**src/rtl/ind_reg_bridge.sv**
```systemverilog
module ind_reg_bridge #(
  parameter int DATA_W = 8,
  parameter int RD_LAT = 3
) (
  input  logic              clk,
  input  logic              rst_n,
  input  logic              hst_sel,
  input  logic              hst_wr,
  input  logic              hst_rd,
  input  logic [DATA_W-1:0] hst_wdata,
  output logic [DATA_W-1:0] hst_rdata,
  output logic [DATA_W-3:0] core_addr,
  output logic              core_rd,
  input  logic [DATA_W-1:0] core_rdata,
  output logic              core_wr,
  output logic [DATA_W-1:0] core_wdata
);
  localparam int ADDR_W = DATA_W - 2;
  localparam int CW = $clog2(RD_LAT + 1);

  logic              busy_q, auto_q;
  logic [ADDR_W-1:0] addr_q;
  logic [DATA_W-1:0] data_q;
  logic [CW-1:0]     cnt_q;

  wire ctl_wr = hst_wr & ~hst_sel;
  wire dat_wr = hst_wr & hst_sel;
  wire dat_rd = hst_rd & hst_sel & ~hst_wr;
  wire start  = ~busy_q & ((ctl_wr & hst_wdata[DATA_W-1]) | (dat_rd & auto_q));
  wire done   = busy_q & (cnt_q == CW'(1));

  always_ff @(posedge clk or negedge rst_n) begin
    if (!rst_n) begin
      busy_q <= 1'b0;
      auto_q <= 1'b0;
      addr_q <= '0;
      data_q <= '0;
      cnt_q  <= '0;
    end else begin
      if (ctl_wr && !busy_q) begin
        addr_q <= hst_wdata[ADDR_W-1:0];
        auto_q <= hst_wdata[DATA_W-2];
      end
      if (start) begin
        busy_q <= 1'b1;
        cnt_q  <= CW'(RD_LAT);
      end else if (busy_q) begin
        cnt_q <= cnt_q - CW'(1);
        if (done) begin
          busy_q <= 1'b0;
          data_q <= core_rdata;
        end
      end
    end
  end

  assign core_addr  = addr_q;
  assign core_rd    = busy_q;
  assign core_wr    = dat_wr & ~busy_q;
  assign core_wdata = hst_wdata;
  assign hst_rdata  = hst_sel ? data_q : {busy_q, auto_q, addr_q};
endmodule


```
**config.mk**
```make
export PLATFORM = sky130hd
export DESIGN_NAME = ind_reg_bridge
export DESIGN_NICKNAME = d
export VERILOG_FILES = /design/src/rtl/ind_reg_bridge.sv
export SDC_FILE = /design/constraint.sdc
export NUM_CORES = 1
export LEC_CHECK = 0
export ABC_AREA = 0
export BUFFER_PORTS_ARGS = -buffer_cell sky130_fd_sc_hd__buf_2
export CAP_MARGIN = 20
export CELL_PAD_IN_SITES_DETAIL_PLACEMENT = 2
export CELL_PAD_IN_SITES_GLOBAL_PLACEMENT = 2
export CORE_MARGIN = 3
export CORE_UTILIZATION = 25
export CTS_BUF_LIST = sky130_fd_sc_hd__clkbuf_8
export CTS_CLUSTER_DIAMETER = 60
export CTS_CLUSTER_SIZE = 28
export DETAILED_ROUTE_END_ITERATION = 10
export GPL_TIMING_DRIVEN = 1
export PLACE_DENSITY = 0.84
export RECOVER_POWER = 25
export SKIP_LAST_GASP = 1
export SLEW_MARGIN = 20
export SYNTH_ARGS = -nofsm -noshare
export SYNTH_HDL_FRONTEND = slang
export SYNTH_SLANG_ARGS = --single-unit
```
**constraint.sdc**
```tcl
create_clock -name clk -period 1.2 [get_ports clk]
set_clock_uncertainty 0.05 [all_clocks]
set_input_delay 0.36 -clock clk [delete_from_list [all_inputs] [get_ports clk]]
set_output_delay 0.36 -clock clk [all_outputs]
set_load 0.01 [all_outputs]
```
# Yosys cells after proc, flatten, opt, wreduce, memory -nomap -nowiden
# Index checks and enable logic that the tools add are counted.
# word_totals
mem_bits_ro	0
input_bits	21
ramBits	0
n_memories	0
latchBits	0
regBits	18
wordCells	31
# classes
mul	0
shifts	0
mux	6
n_eq_ne	1
n_reduce_logical	4
n_div	0
n_bitwise	14
n_addsub	1
order_cmp	0
# op_table
op	count
$and A1 B1 Y1	9
$mux W8	1
$mux W2	2
$not A1 Y1	4
$mux W1	3
$reduce_and A3 Y1	1
$eq A2 B1 Y1 const B	1
$reduce_bool A2 Y1	1
$sub A2 B1 Y2 const B	1
$logic_and A1 B1 Y1	1
$logic_not A1 Y1	1
$or A1 B1 Y1	1

# Longest topological paths before layout
# Gate-level depths: netlist of the first run.
# depth
ltp_word	7
mapped_depth	5
depth_no_buf	4

# Worst setup path after synthesis of the first run
# Ideal clock, no wire load.
# synth_path
kind	register to register
startpoint	register busy_q (netlist: core_rd)
endpoint	register auto_q
arrival_ps	1143
n_path_buf	0
stages_incl_launch_ff	3
slack_ps	-118
setup_ps	125
period_less_slack_ps	1318
path_cell_list	dfrtp_1 -> nor3b_4 -> mux2_2
# synth_between
elab_chain_cells	2
# synth_lines
element	line_no	text
from (decl)	21	logic busy_q, auto_q;
from (signal assigned)	34	busy_q <= 1'b0;
from (signal assigned)	45	busy_q <= 1'b1;
from (signal assigned)	50	busy_q <= 1'b0;
$logic_not A1 Y1	40	if (ctl_wr && !busy_q) begin
$logic_and A1 B1 Y1	40	
to (signal assigned)	42	auto_q <= hst_wdata[DATA_W-2];
to (decl)	21	
# Every way passes these cells.
# A chain may end at the register's enable or synchronous reset.

# Worst setup path after layout of the first run
# layout_path
startpoint	register busy_q (netlist: core_rd)
endpoint	output port core_wr
# layout_between
elab_chain_cells	2
# layout_lines
element	line_no	text
$not A1 Y1	59	assign core_wr = dat_wr & ~busy_q;
$and A1 B1 Y1	59	
to (decl)	15	output logic core_wr,
# Every way passes these cells.

==> results.yml, run 1 <==
yosys:
  synth_seq_cells: 18
  seq_area_frac_synth: 0.509
  synth_fp_nets: 88
  yosysTopAreaCell: "dfrtp_1"
  ys_types: 17
  async_flop_share: 1.00
  synthFlopType: "dfrtp_1"
  synth_most_common_cell: "mux2_2"
  synth_top_area_share: 0.509
  avgSynthCellArea_um2: 13.4
  syn_inst: 66
  yosysWarnings: 0
  synth_edf_count: 0
  synth_common_cells: "22 x mux2_2, 18 x dfrtp_1, 9 x buf_4"
  netlist_area_um2: 885
  synthTopCellsByArea: "dfrtp_1 51%, mux2_2 28%, buf_4 7.6%"
detailed_routing:
  wl_um: 3200
  vias: 770
  drtPass1Iterations: 3
  drc: 0
  drt_iter0_markers: 5
  wl_per_cell_um: 18.5
  vias_per_cell: 4.45
  antenna_left: 0
global_route:
  grt_pass1_vias: 903
  grt_max_degree: 19
  grt_antenna_before_repair: 0
  grt_first_pass_wirelength_um: 4710
  grt.overflow.total: 0
  grtUsageTotal: 0.153
setup_path:
  arrival_ns: 1.08
  rr_startpoint: "core_rd"
  crit_fanout: 3
  startpoint_type: "flop"
  criticalPathCategory: "reg -> out"
  crit_chain: "inv_2 -> and3_4 -> buf_2"
  endpoint_kind: "output port"
  critPathLaunch: "core_rd"
  max_stage_delay_ns: 0.43
  cpMaxStageDelayCell: "dfrtp_2"
  critPathRequiredTime_ns: 0.79
placed_design:
  dp_slack_ns: -0.394
  post-dp-hpwl_um: 2110
  port_buffers: 44
  placed_cells: 156
  place_congestion: 0.663
worst_hold_path:
  hold_start: "core_rdata[2]"
  min_path_type: "in -> reg"
cells_and_area:
  drive_above_1_share: 0.791
  fin_cells: 173
  fill_cells: 346
  syn_to_final_growth_pct: 79.5
  utilization: 0.496
  nets: 152
  diodes: 0
cts:
  cts_tree: "done"
  root_buffer: "clkbuf_8"
  cts_max_level: 1
  insertion_delay_ns: 0.26
  clockBufferDepth: 2
  cts.sinks: 18
  path_clk_slew_ns: 0.07
  numCtsBuffers: 3
sta:
  slew_viol_final: 0
  min_period_ns: 1.49
  rsz0062_at_grt: "yes"
  tightest_slew_ns: 0.470
  clock.fmax_mhz: 671
  relSlewSlack: 0.686
  finalHoldViolations: 0
  fin_crit_sh: 1.24
  setup_slack_ns: -0.290
  final-setup-viol-count: 31
job:
  max_cap_viol_count: 0
pwr:
  leakagePower_nw: 0.795
  powerDensity_nw_per_um2: 2750
  ir_drop_uv: 1010
  power_mw: 4.37
floorplan:
  dieHeight_um: 65.5
  die_area_um2: 4290
  num_io_pins: 45
  dieWidth_um: 65.5
  start_util: 0.276
  fp.coreArea_um2: 3200
  row_count: 20
outcome:
  outcome: "complete, but fails checks"
  violations: "negative setup slack"
layout make-up:
| class | instances | area (um2) | share of cell area |
|---|---|---|---|
| Timing Repair Buffer | 69 | 558 | 0.351 |
| Tap cell | 44 | 55.1 | 0.0347 |
| Inverter | 2 | 7.51 | 0.00473 |
| Multi-Input combinational cell | 36 | 460 | 0.290 |
| Sequential cell | 18 | 452 | 0.284 |
| Clock buffer | 4 | 55.1 | 0.0347 |
registers in the layout (all words and copies together), names as in the netlist:
name	cells
data_q	8
core_addr	6
cnt_q	2
auto_q	1
core_rd	1
worst paths after layout:
path | slack, ns | depth (start not counted) | to
setup / recovery | -0.29 | 3 | core_wr
hold / removal | 0.28 | 2 | data_q[2]
max in group asynchronous | 0.23 | 2 | core_rd
setup reg to reg | -0.19 | 4 | core_addr[5]
hold reg to reg | 0.47 | 1 | data_q[2]
min in group asynchronous | 0.52 | 2 | data_q[1]
cell usage in the layout (no fill, tap or decap):
| cell type | instances |
|---|---|
| mux2_4 | 22 |
| o21ai_2 | 1 |
| nor2_1 | 1 |
| nand3b_1 | 1 |
| inv_2 | 2 |
| a31oi_1 | 2 |
| buf_4 | 13 |
| and2_4 | 1 |
| nor2b_1 | 1 |
| buf_8 | 1 |
| clkbuf_8 | 4 |
| clkbuf_2 | 1 |
| and2_1 | 1 |
| nor3b_4 | 1 |
| dfrtp_2 | 1 |
| nand2_1 | 1 |
| dfrtp_1 | 17 |
| a41oi_1 | 1 |
| buf_2 | 28 |
| dlygate4sd3_1 | 1 |
| and3_4 | 1 |
| buf_6 | 24 |
| nand4b_1 | 1 |
| ha_4 | 1 |
| buf_12 | 1 |
cells by family (layout without fill, tap and decap cells):
kind of cell / count (synthesis) / in the layout / share of synthesized area
DFF: 18 / 18 / 0.509
buffers and inverters: 12 / 75 / 0.0905
AOI/OAI and AO/OA: 4 / 4 / 0.0297
adders and majority gates: 1 / 1 / 0.0141
muxes: 22 / 22 / 0.280
and+or+nand+nor: 9 / 9 / 0.0764
critical path: cells and delay by family (launching register included):
| family | cells | cell delay [ns] |
|---|---|---|
| buf+inv | 2 | 0.22 |
| flops | 1 | 0.43 |
| simple gates | 1 | 0.17 |
what timing repair did:
item,CTS,global route
gates resized for setup,42,13
endpoints found under the hold margin,18,0
pin swaps,3,2
cloned,0,0
hold buffers,1,0
buffers inserted,6,13
setup endpoints to repair,31,31
routing by layer:
metal / vias to the layer above / track usage / share of wire
met5: - / 0 / 0
met4: 0 / 0.0544 / 0.013
met3: 3 / 0.0462 / 0.065
met2: 35 / 0.292 / 0.56
met1: 382 / 0.155 / 0.37
li1: 350 / - / -
report_power, final:
part           switching (mW)  internal (mW)  total, mW
registers               0.234          0.926       1.16
clock network           0.226          0.292      0.518
logic                   0.907           1.79       2.69
total                    1.37           3.00       4.37
per-stage QoR:
| step | setup TNS (ns) | area (um2) | hold slack [ns] |
|---|---|---|---|
| after floorplan | -1.28 | 926 | 0.0144 |
| after global placement | -6.13 | 1220 | 0.260 |
| after detailed placement | -6.98 | 1220 | 0.265 |
| after CTS | -5.90 | 1490 | 0.280 |
| after global routing | -7.10 | 1590 | 0.270 |
| final | -5.79 | 1590 | 0.284 |
Note: power is estimated with default switching activity, not from simulation.
==> run 2: changes to the inputs <==
Settings changed: PLACE_DENSITY 0.84 to unset, PLACE_DENSITY_LB_ADDON set to 0.1.
==> run 2 against run 1 <==
Net effect: the flow still finishes with violations (negative setup slack); register-to-register slack got worse by 0.04 ns; critical endpoint is now hst_rdata[1]; utilization decreased by 4.8 points; first-iteration DRC count decreased by 20%; non-clock buffer count decreased by 9; global-route usage decreased by 3.0 points.
==> results.yml, run 2 (synthesized netlist as in run 1, its figures left out) <==
outcome:
  outcome: "complete, but fails checks"
  violations: "negative setup slack"
worst_hold_path:
  whs_path_depth: 2
  min_path_type: "in -> reg"
cells_and_area:
  largest_register_ffs: 8
  final_area_um2: 1430
  largest-register: "data_q"
  nets: 143
  fin_cells: 164
  diodes: 0
  mostFrequentLayoutCells: "22 x buf_2, 22 x buf_6, 17 x dfrtp_1"
  syn_to_final_growth_pct: 62.1
  utilization: 0.448
  drive_above_1_share: 0.700
setup_path:
  criticalPathCategory: "reg -> out"
  ff2ff_path_depth: 4
  path_delay_family: "flip-flops"
  path_depth: 2
  cp_num_buf_inv: 1
  arrival_ns: 1.05
  startpoint_type: "flop"
  max_stage_delay_ns: 0.40
  crit_fanout: 2
  crit_chain: "mux2_4 -> buf_6"
  endpoint_kind: "output port"
  critPathRequiredTime_ns: 0.79
  cpMaxStageDelayCell: "dfrtp_1"
sta:
  whs_ns: 0.287
  fin_crit_sh: 1.22
  slew_viol_final: 0
  rsz0062_at_grt: "yes"
  relSlewSlack: 0.684
  tightest_slew_ns: 0.474
  setup_tns_ns: -5.86
  setup_slack_ns: -0.260
  finalHoldViolations: 0
  clock.fmax_mhz: 685
  min_period_ns: 1.46
  final-setup-viol-count: 31
pwr:
  leakagePower_nw: 0.685
  sequentialPowerShare: 0.304
  power.switching_mw: 1.09
  pwr-share-clk: 0.136
  p_int_mw: 2.58
  powerDensity_nw_per_um2: 2560
  ir_drop_uv: 1090
  p_comb_frac: 0.560
  power_mw: 3.67
  swShare: 0.298
placed_design:
  port_buffers: 44
  place_congestion: 0.667
  placed_cells: 158
  post-dp-hpwl_um: 1800
  place_area_um2: 1230
  dp_slack_ns: -0.384
cts:
  cts_max_level: 1
  numCtsBuffers: 3
  cts_tree: "done"
  path_clk_slew_ns: 0.07
  root_buffer: "clkbuf_8"
  clockBufferDepth: 2
  insertion_delay_ns: 0.25
  cts.sinks: 18
floorplan:
  num_io_pins: 45
  dieWidth_um: 65.5
  row_count: 20
  die_area_um2: 4290
  fp.coreArea_um2: 3200
  dieHeight_um: 65.5
  start_util: 0.276
global_route:
  grt.overflow.total: 0
  grtUsageTotal: 0.123
  grt_pass1_vias: 827
  grt_first_pass_wirelength_um: 3950
  grt_antenna_before_repair: 0
  grt_max_degree: 19
job:
  max_cap_viol_count: 0
detailed_routing:
  vias: 709
  vias_per_cell: 4.32
  wl_per_cell_um: 14.4
  drt_iter0_markers: 4
  drtPass1Iterations: 2
  wl_um: 2360
  antenna_left: 0
  drc: 0
-- run 2: power groups by stage --
stage                     Clock, mW  Sequential (mW)  Combinational, mW
after floorplan                   0             1.16              0.819
after global placement            0             1.10               1.56
after detailed placement          0             1.12               1.62
after CTS                     0.523             1.10               2.09
after global routing          0.548             1.16               2.25
final                         0.500             1.11               2.05
-- run 2: final timing paths --
path | endpoint | startpoint | slack [ns]
max in group asynchronous | core_rd | rst_n | 0.20
worst max-delay path | hst_rdata[1] | core_addr[1] | -0.26
min in group asynchronous | core_addr[4] | rst_n | 0.54
worst min register to register | data_q[5] | data_q[5] | 0.46
worst max register to register | core_addr[1] | core_rd | -0.23
worst min-delay path | data_q[5] | core_rdata[5] | 0.29
-- run 2: routing by layer --
layer | vias to the layer above | track usage | share of wire
met2 | 27 | 0.209 | 0.50
met3 | 2 | 0.0342 | 0.069
met5 | - | 0 | 0
met4 | 0 | 0.0233 | 0.0047
met1 | 346 | 0.156 | 0.43
li1 | 334 | - | -
-- run 2: layout make-up --
| type | count | area [um2] |
|---|---|---|
| Inverter | 2 | 7.51 |
| Multi-Input combinational cell | 36 | 397 |
| Timing Repair Buffer | 60 | 468 |
| Fill cell | 353 | 1770 |
| Clock buffer | 4 | 55.1 |
| Sequential cell | 18 | 452 |
| Tap cell | 44 | 55.1 |
-- run 2: worst register-to-register path: stages, from the launching register on --
cell,delay (ns)
dfrtp_2,0.43
buf_4,0.15
nor3b_4,0.20
buf_12,0.16
mux2_2,0.33
-- run 2: timing repair --
item | in CTS | in global routing
setup buffers | 4 | 1
setup endpoints to repair | 31 | 32
pin swaps | 2 | 0
hold buffers | 1 | 0
gates resized for setup | 21 | 11
endpoints found under the hold margin | 10 | 0
==> run 3: changes to the inputs <==
Settings changed: CORE_UTILIZATION 25 to 30.
Clock period 1.2 ns to 1.7 ns, I/O delays scaled along.
==> run 3 against run 2 <==
Net effect: the flow now finishes without violations; count of clock-buffer cells in the layout did not move; die area is 15% lower; design area decreased by 17%; critical path type is now in -> out; critical endpoint is now hst_rdata[0].
==> results.yml, run 3 (synthesized netlist as in run 1, its figures left out) <==
setup_path:
  path_delay_family: "multiplexers"
  crit_chain: "buf_6 -> mux2_2 -> buf_2"
  timing.rr.end: "auto_q"
  ff2ff_path_depth: 4
  endpoint_kind: "output port"
  cpMaxStageDelayCell: "mux2_2"
  startpoint_type: "input pin"
  rr_startpoint: "core_rd"
  reg2reg_slack_ns: 0.26
  arrival_ns: 1.11
  crit_fanout: 9
  max_stage_delay_ns: 0.34
  cp_num_buf_inv: 2
  criticalPathCategory: "in -> out"
  path_depth: 3
  critPathRequiredTime_ns: 1.14
global_route:
  top_usage_layer: "met2"
  grt_util_met1: 0.154
  grt_pass1_vias: 724
  grtUsageMet3: 0.0497
  grt_antenna_before_repair: 0
  grtUsageTotal: 0.129
  use_met2: 0.218
  grt_max_degree: 19
  grt.overflow.total: 0
  grt_first_pass_wirelength_um: 3370
sta:
  setup_tns_ns: 0
  whs_ns: 0.339
  relSlewSlack: 0.345
  finalHoldViolations: 0
  rsz0062_at_grt: "no"
  slew_viol_final: 0
  min_period_ns: 1.67
  fin_crit_sh: 0.980
  final-setup-viol-count: 0
  tightest_slew_ns: 0.982
  clock.fmax_mhz: 600
cells_and_area:
  layout_commonest_cell: "buf_2"
  largest-register: "data_q"
  area.sequential_um2: 452
  fin_cells: 142
  largest_register_ffs: 8
  diodes: 0
  final_area_um2: 1180
  fill_cells: 302
  drive_above_1_share: 0.712
  mostFrequentLayoutCells: "42 x buf_2, 22 x mux2_2, 17 x dfrtp_1"
  nets: 134
  syn_to_final_growth_pct: 33.9
  multi_input_area_um2: 354
floorplan:
  dieWidth_um: 60.3
  row_count: 19
  start_util: 0.318
  num_io_pins: 45
  dieHeight_um: 60.3
  die_area_um2: 3640
  fp.coreArea_um2: 2780
placed_design:
  port_buffers: 44
  placed_cells: 136
  place_congestion: 0.691
  post-dp-hpwl_um: 1630
  place_area_um2: 1110
detailed_routing:
  vias: 659
  drc: 0
  wl_um: 2140
  drt_iter0_markers: 13
  drtPass1Iterations: 3
  wl_per_cell_um: 15.1
  antenna_left: 0
  vias_per_cell: 4.64
cts:
  ctsHoldBuffers: 0
  path_clk_slew_ns: 0.07
  cts.sinks: 18
  insertion_delay_ns: 0.25
  clockBufferDepth: 2
  root_buffer: "clkbuf_8"
  numCtsBuffers: 3
  cts_max_level: 1
  cts_tree: "done"
pwr:
  leakagePower_nw: 0.581
  ir_drop_uv: 912
  powerDensity_nw_per_um2: 1720
job:
  max_cap_viol_count: 0
outcome:
  outcome: "finished clean"
worst_hold_path:
  min_path_type: "in -> async"
run 3: cell count changes in the layout (fill, tap and decap cells not counted), sizes merged:
cell / before / now
clkbuf: 11 / 5
buf: 52 / 50
dlygate4sd3: 1 / 0
run 3: layout make-up:
type,count,area share
timing repair buffer,51,0.234
tap,31,0.0327
inverter,2,0.00634
sequential,18,0.381
clock buffer,4,0.0465
multi-input combinational,36,0.299
run 3: worst max path at each step:
stage / start / end / slack, ns
CTS: core_rd / core_wr / 0.002
global placement: hst_sel / hst_rdata[1] / -0.1
global route: hst_sel / hst_rdata[0] / 0.003
floorplan: hst_sel / hst_rdata[0] / 0.09
finish: hst_sel / hst_rdata[0] / 0.03
detailed placement: hst_sel / hst_rdata[4] / -0.1
run 3: metal layers:
metal,part of all wire,vias up
met5,0,-
met4,0.0061,0
met3,0.056,2
met2,0.51,21
met1,0.42,320
li1,-,316
run 3: repair_timing:
action,4_1_cts,5_1_grt
setup buffers,0,2
gates resized for setup,4,1
setup endpoints to repair,9,2
run 3: power breakdown:
group / switching, mW / internal [mW]
clock: 0.152 / 0.206
combinational: 0.390 / 0.504
sequential: 0.129 / 0.653
run 3: per-stage QoR:
stage / util / power (mW) / worst slack [ns]
floorplan: - / 1.32 / 0.0861
global placement: 0.399 / 1.63 / -0.0978
detailed placement: 0.399 / 1.66 / -0.0999
CTS: 0.421 / 2.03 / 0.00175
global route: 0.426 / 2.20 / 0.00289
finish: 0.426 / 2.03 / 0.0334
